[src/rtl/pal_trap_pkg.sv]
package pal_trap_pkg;

  localparam int VEC_W   = 14;
  localparam int FAULT_W = 4;

  typedef enum logic [FAULT_W-1:0] {
    F_RESET    = 4'd0,
    F_MCHK     = 4'd1,
    F_ARITH    = 4'd2,
    F_INTR     = 4'd3,
    F_DMISS_N  = 4'd4,
    F_DMISS_P  = 4'd5,
    F_ALIGN    = 4'd6,
    F_DFAULT   = 4'd7,
    F_DACV     = 4'd8,
    F_IMISS    = 4'd9,
    F_IFAULT   = 4'd10,
    F_IACV     = 4'd11,
    F_UNIMP    = 4'd12,
    F_FPDIS    = 4'd13,
    F_HCALL    = 4'd14,
    F_OVF      = 4'd15
  } fault_e;

  // Vector offset within the handler region for each fault class
  function automatic logic [VEC_W-1:0] vec_offset(fault_e f);
    logic [VEC_W-1:0] r;
    unique case (f)
      F_RESET:             r = 14'h0001;
      F_IACV:              r = 14'h0081;
      F_INTR:              r = 14'h0101;
      F_IMISS, F_IFAULT:   r = 14'h0181;
      F_DMISS_N:           r = 14'h0201;
      F_DMISS_P:           r = 14'h0281;
      F_ALIGN:             r = 14'h0301;
      F_DFAULT, F_DACV:    r = 14'h0381;
      F_MCHK:              r = 14'h0401;
      F_UNIMP:             r = 14'h0481;
      F_ARITH, F_OVF:      r = 14'h0501;
      F_FPDIS:             r = 14'h0581;
      F_HCALL:             r = 14'h2001;
      default:             r = 14'h0001;
    endcase
    return r;
  endfunction

  // Trap-type classes resume after the causing instruction
  function automatic logic skips_insn(fault_e f);
    return (f == F_ARITH) || (f == F_OVF) || (f == F_HCALL);
  endfunction

endpackage

[src/rtl/pal_vec_lookup.sv]
module pal_vec_lookup
  import pal_trap_pkg::*;
#(
  parameter int AW = 32
) (
  input  logic [AW-1:0] pal_base_i,
  input  fault_e        fault_i,
  output logic [AW-1:0] vec_pc_o,
  output logic [AW-1:0] reset_pc_o,
  output logic          skip_o
);

  localparam logic [AW-1:0] LOW_MASK = AW'((64'd1 << VEC_W) - 64'd1);

  logic [AW-1:0] base_al;

  always_comb begin
    base_al    = pal_base_i & ~LOW_MASK;
    vec_pc_o   = base_al + AW'(vec_offset(fault_i));
    reset_pc_o = base_al + AW'(vec_offset(F_RESET));
    skip_o     = skips_insn(fault_i);
  end

endmodule

[src/rtl/pal_exc_addr_reg.sv]
module pal_exc_addr_reg #(
  parameter int AW = 32
) (
  input  logic          clk,
  input  logic          rst,
  input  logic          load_i,
  input  logic          skip_i,
  input  logic [AW-1:0] cur_pc_i,
  output logic [AW-1:0] exc_addr_o
);

  localparam logic [AW-1:0] INSN_BYTES = AW'(4);

  logic [AW-1:0] exc_q;

  always_ff @(posedge clk) begin
    if (rst) begin
      exc_q <= '0;
    end else if (load_i) begin
      exc_q <= skip_i ? (cur_pc_i + INSN_BYTES) : cur_pc_i;
    end
  end

  assign exc_addr_o = exc_q;

  AST_EXC_HOLD: assert property (@(posedge clk) disable iff (rst)
    !load_i |=> (exc_addr_o == $past(exc_addr_o)))
    else $error("exc addr changed without load");

endmodule

[src/rtl/pal_shadow_ctl.sv]
module pal_shadow_ctl #(
  parameter int          NREG        = 32,
  parameter logic [NREG-1:0] SHADOW_MASK = NREG'(32'h0200_7F00),
  localparam int         IDX_W       = $clog2(NREG)
) (
  input  logic             clk,
  input  logic             rst,
  input  logic             set_req_i,
  input  logic             clr_req_i,
  input  logic [IDX_W-1:0] reg_idx_i,
  output logic             shadow_o,
  output logic             err_o,
  output logic             use_shadow_o
);

  logic            shadow_q;
  logic            err_q;
  logic [NREG-1:0] sel;

  always_ff @(posedge clk) begin
    if (rst) begin
      shadow_q <= 1'b1;
      err_q    <= 1'b0;
    end else begin
      err_q <= (set_req_i && shadow_q) || (clr_req_i && !shadow_q);
      if (set_req_i && !shadow_q) begin
        shadow_q <= 1'b1;
      end else if (clr_req_i && shadow_q) begin
        shadow_q <= 1'b0;
      end
    end
  end

  for (genvar g = 0; g < NREG; g++) begin : g_sel
    if (SHADOW_MASK[g]) begin : g_on
      assign sel[g] = shadow_q;
    end else begin : g_off
      assign sel[g] = 1'b0;
    end
  end

  assign use_shadow_o = sel[reg_idx_i];
  assign shadow_o     = shadow_q;
  assign err_o        = err_q;

  AST_SET_CLR_EXCL: assert property (@(posedge clk) disable iff (rst)
    !(set_req_i && clr_req_i))
    else $error("simultaneous set and clear");

  AST_ERR_KEEPS_STATE: assert property (@(posedge clk) disable iff (rst)
    err_o |-> (shadow_o == $past(shadow_o)))
    else $error("shadow changed on redundant request");

  AST_MAIN_WHEN_OFF: assert property (@(posedge clk) disable iff (rst)
    !shadow_o |-> !use_shadow_o)
    else $error("redirect while shadow off");

endmodule

[src/rtl/pal_trap_seq.sv]
module pal_trap_seq
  import pal_trap_pkg::*;
#(
  parameter int AW    = 32,
  parameter int NREG  = 32,
  parameter int IDX_W = $clog2(NREG)
) (
  input  logic             clk,
  input  logic             rst,
  input  logic [AW-1:0]    pal_base_i,
  input  logic [AW-1:0]    cur_pc_i,
  input  logic             entry_vld_i,
  input  logic [3:0]       fault_i,
  input  logic             rfe_vld_i,
  input  logic [IDX_W-1:0] reg_idx_i,
  output logic [AW-1:0]    pc_o,
  output logic [AW-1:0]    npc_o,
  output logic [AW-1:0]    exc_addr_o,
  output logic             shadow_o,
  output logic             use_shadow_o,
  output logic             shadow_err_o,
  output logic             recheck_o
);

  localparam logic [AW-1:0] INSN_BYTES = AW'(4);

  logic          in_pal;
  logic          rfe_take;
  logic          rfe_bad;
  logic          rfe_ok;
  logic          vec_take;
  fault_e        eff_fault;
  logic [AW-1:0] vec_pc;
  logic [AW-1:0] reset_pc;
  logic          skip;
  logic          exc_load;
  logic          sh_set;
  logic          sh_clr;
  logic [AW-1:0] pc_q;
  logic [AW-1:0] npc_q;
  logic          recheck_q;

  // Entry wins over return; illegal return becomes an unimplemented-opcode entry
  always_comb begin
    in_pal    = cur_pc_i[0];
    rfe_take  = rfe_vld_i && !entry_vld_i;
    rfe_bad   = rfe_take && !in_pal;
    rfe_ok    = rfe_take && in_pal;
    vec_take  = entry_vld_i || rfe_bad;
    eff_fault = entry_vld_i ? fault_e'(fault_i) : F_UNIMP;
    exc_load  = vec_take && !((eff_fault == F_INTR) && in_pal);
    sh_set    = vec_take && !in_pal;
    sh_clr    = rfe_ok && !exc_addr_o[0];
  end

  pal_vec_lookup #(.AW(AW)) u_vec (
    .pal_base_i (pal_base_i),
    .fault_i    (eff_fault),
    .vec_pc_o   (vec_pc),
    .reset_pc_o (reset_pc),
    .skip_o     (skip)
  );

  pal_exc_addr_reg #(.AW(AW)) u_exc (
    .clk        (clk),
    .rst        (rst),
    .load_i     (exc_load),
    .skip_i     (skip),
    .cur_pc_i   (cur_pc_i),
    .exc_addr_o (exc_addr_o)
  );

  pal_shadow_ctl #(.NREG(NREG)) u_shadow (
    .clk          (clk),
    .rst          (rst),
    .set_req_i    (sh_set),
    .clr_req_i    (sh_clr),
    .reg_idx_i    (reg_idx_i),
    .shadow_o     (shadow_o),
    .err_o        (shadow_err_o),
    .use_shadow_o (use_shadow_o)
  );

  always_ff @(posedge clk) begin
    if (rst) begin
      pc_q      <= reset_pc;
      npc_q     <= reset_pc + INSN_BYTES;
      recheck_q <= 1'b0;
    end else begin
      recheck_q <= sh_clr;
      if (vec_take) begin
        pc_q  <= vec_pc;
        npc_q <= vec_pc + INSN_BYTES;
      end else if (rfe_ok) begin
        pc_q  <= exc_addr_o;
        npc_q <= exc_addr_o + INSN_BYTES;
      end
    end
  end

  assign pc_o      = pc_q;
  assign npc_o     = npc_q;
  assign recheck_o = recheck_q;

  AST_ENTRY_IN_PAL: assert property (@(posedge clk) disable iff (rst)
    entry_vld_i |=> pc_o[0])
    else $error("vector PC lacks mode bit");

  AST_INTR_PAL_HOLD: assert property (@(posedge clk) disable iff (rst)
    (entry_vld_i && (fault_i == 4'd3) && cur_pc_i[0]) |=> (exc_addr_o == $past(exc_addr_o)))
    else $error("exc addr overwritten by nested interrupt");

  AST_RFE_ILLEGAL: assert property (@(posedge clk) disable iff (rst)
    (rfe_vld_i && !entry_vld_i && !cur_pc_i[0]) |=> (pc_o[13:0] == 14'h0481))
    else $error("illegal return not trapped");

  AST_RECHECK_OFF: assert property (@(posedge clk) disable iff (rst)
    recheck_o |-> !shadow_o)
    else $error("recheck with shadow on");

  AST_NPC_STEP: assert property (@(posedge clk) disable iff (rst)
    $past(entry_vld_i || rfe_vld_i) |-> (npc_o == pc_o + INSN_BYTES))
    else $error("npc not pc+4");

endmodule

[config.mk]
export PLATFORM = sky130hd
export DESIGN_NAME = pal_trap_seq
export DESIGN_NICKNAME = d
export VERILOG_FILES = /design/src/rtl/pal_trap_pkg.sv /design/src/rtl/pal_vec_lookup.sv /design/src/rtl/pal_exc_addr_reg.sv /design/src/rtl/pal_shadow_ctl.sv /design/src/rtl/pal_trap_seq.sv
export SDC_FILE = /design/constraint.sdc
export NUM_CORES = 1
export LEC_CHECK = 0
export CAP_MARGIN = 25
export CORE_MARGIN = 1
export CORE_UTILIZATION = 65
export CTS_CLUSTER_DIAMETER = 60
export DETAILED_ROUTE_END_ITERATION = 10
export DONT_BUFFER_PORTS = 1
export GPL_TIMING_DRIVEN = 0
export PLACE_DENSITY_LB_ADDON = 0.12
export SYNTH_ARGS = -nofsm -noshare
export SYNTH_HDL_FRONTEND = slang
export SYNTH_HIERARCHICAL = 1
export SYNTH_SLANG_ARGS = --single-unit
[constraint.sdc]
create_clock -name clk -period 4.95 [get_ports clk]
set_input_delay 0.7425 -clock clk [delete_from_list [all_inputs] [get_ports clk]]
set_output_delay 0.7425 -clock clk [all_outputs]
set_load 0.01 [all_outputs]
==> metrics.txt <==
HPWL after DPL 12100 microns; crit path max fanout 10; Most used DFF post-synth edfxtp_1; P_leak 0.00252 uW; Die ar. 10100 sq um; first-pass GRT wire length 23900 microns; vias per cell 6.23; worst path required time 5220 ps; final routed DRC violation total 0; CTS buffer count 9; clock latency on the worst-skew pair 370 ps; gr usage total 30.6%; critical setup path kind in -> reg; final WL 15500 microns; number of global-route vias before repair 4760; crit-path cells buf_4 > buf_6 > buf_4 > clkbuf_1 > and2_1 > ha_1 > nor2_1 > o2bb2ai_1 > nand4_2 > or4_1 > buf_2 > or4_1 > a311oi_1; measured slew at the worst slew-check pin 955 ps; status complete, no violations; routed len/inst 18.9 microns; Synth Instances 654; Detailed Routing Iterations Pass 1 5; Clock Sinks 97; number of nets with antenna violations after detailed routing 0; Seq/Total Area, Yosys 40.7%; met2 Usage GRT 49.5%; GRT Max-Usage Layer met2; Die Height 100 microns; min-delay src rst; RSZ-0062 raised after global routing no; DP Worst Slack 468 ps; hold_buf cts 0; clock skew 21.3 ps; Setup-failing EPs final 0; Max-Cap Viols 0; Chip Width 100 microns; CTS tree built; reg2reg start u_exc/exc_addr_o[3]; met1 global-route usage 38.3%; row count 35; post-CTS resize count 0; final worst slack 772 ps; Worst EP arrival 4450 ps; Post-synth EDFFs 62; number of fill cells 692; critical path endpoint category flop; most frequent cells in the layout buf_4 (69), edfxtp_1 (62), nor2_1 (53); Placer Congestion 0.888; CP peak stage delay 490 ps; share of cells above drive strength 1 18.4%; effective utilization at floorplan 67.4%; Cell Pwr Density 278 nW/um^2; initial drt markers 419; met3 Use GR 7.94%; final period utilization 84.4%; Yosys warnings 6; type of the tightest min-delay check in -> reg; diodes inserted 0; Clk pin slew, worst setup/hold paths 100 ps; post-route minimum period 4180 ps; VDD IR max 0.000182 V; Max stage delay cell, worst path o2bb2ai_1; max-slew violation count 0; hold depth 1; number of port buffers 0; FMAX 239 MHz; Area growth syn-to-layout 7.20%; R2R Setup Slk 2380 ps; GRT overflow 0; I/O pin count 177; Worst Setup Start Kind input port; clock root cell clkbuf_8; H-tree levels 3; most common cell after layout, fill and taps aside buf_4; layout net count 770; Final Hold Fails 0; Hold EP u_shadow/err_o; R2R Path End npc_o[22]; Synth cell types 68; Placeable Area 9330 sq um; Mean Syn Cell Area 9.62 sq um; Worst slew margin 35.8%; DR vias 5111; Synth Cell Area 6290 sq um; pin count of the biggest net entering global routing 34; Max clock buf depth 2; fraction of registers with async set/reset 0%; antenna violations before repair 0; Post-CTS Setup Bufs 0; reg2reg path depth 7; Seq cells post-synth 97; Setup TNS 0 ps
registers in the layout, indices dropped and copies added, names as in the netlist:
register           count
npc_o                 30
pc_o                  32
recheck_o              1
u_exc/exc_addr_o      32
u_shadow/err_o         1
u_shadow/shadow_o      1
cell usage after synthesis (all sizes together), types with 8 or more instances:
cell | n | area share (%)
a211oi | 13 | 1.6
a21oi | 12 | 0.95
a2bb2oi | 11 | 2.0
a311oi | 13 | 1.8
a31oi | 20 | 2.1
buf | 88 | 10
clkbuf | 14 | 0.84
dfxtp | 35 | 11
edfxtp | 62 | 30
inv | 21 | 1.3
mux2i | 14 | 2.2
nand2 | 55 | 3.4
nand3 | 31 | 2.5
nand4 | 23 | 3.1
nor2 | 54 | 3.3
nor3 | 8 | 0.72
nor4 | 17 | 1.9
o21ai | 31 | 2.5
or4 | 12 | 1.5
xnor2 | 25 | 3.5
xor2 | 13 | 1.8
layer usage:
layer  vias to the layer above  part of all wire (%)
li1                       2423                     -
met1                      2396                    41
met2                       250                    47
met3                        42                   8.8
met4                         0                   3.0
met5                         -                     0
stage by stage:
step / total power, uW / std cells / hold slack, ps / cell area (sq um) / utilization, %
finish: 1870 / 821 / 434 / 6740 / 72.3
global route: 1950 / 821 / 423 / 6740 / 72.3
CTS: 1870 / 821 / 425 / 6740 / 72.3
detailed placement: 1390 / 805 / 559 / 6550 / 70.3
global placement: 1370 / 804 / 553 / 6530 / 70.0
floorplan: 1310 / 675 / 509 / 6370 / -
worst max-delay path, delay by kind of cell:
kind                     cells  cell delay, ps
AND/OR/NAND/NOR              5            1660
buffers and inverters        5            1040
AO/OA/AOI/OAI                2             740
adder cells (fa/ha/maj)      1             250
power breakdown:
group | internal, uW | total [uW] | leakage, uW | switching [uW]
Combinational | 141 | 327 | 0.00149 | 186
Sequential | 954 | 1050 | 0.000940 | 93.8
Clock | 193 | 497 | 0.0000961 | 304
Total | 1290 | 1870 | 0.00252 | 584
worst max path at each step:
stage,from,end,slack (ps),cells after the start
2_1_floorplan,entry_vld_i,u_exc/exc_addr_o[23],1110,13
3_3_place_gp,entry_vld_i,u_exc/exc_addr_o[27],610,13
3_5_place_dp,entry_vld_i,u_exc/exc_addr_o[23],470,13
4_1_cts,entry_vld_i,u_exc/exc_addr_o[23],850,13
5_1_grt,entry_vld_i,u_exc/exc_addr_o[27],530,13
6_report,entry_vld_i,u_exc/exc_addr_o[23],770,13
layout make-up:
cell class	count	area (sq um)	area share [%]
clock buffer	9	124	1.84
tap	129	161	2.39
buffer	102	709	10.5
timing repair buffer	1	20.0	0.297
multi-input combinational	455	3020	44.8
sequential	97	2560	38.0
clock inverter	7	66.3	0.983
inverter	21	78.8	1.17
kinds of logic after synthesis:
kind of cell | count (synthesis) | share of synthesized area, %
AO/OA/AOI/OAI | 134 | 16.6
buffers and inverters | 123 | 12.5
flip-flops | 97 | 40.7
other | 2 | 0.119
adder cells (fa/ha/maj) | 6 | 1.19
XOR/XNOR | 38 | 5.29
multiplexers | 14 | 2.23
AND/OR/NAND/NOR | 240 | 21.3
Note: power is estimated with default switching activity, not from simulation.
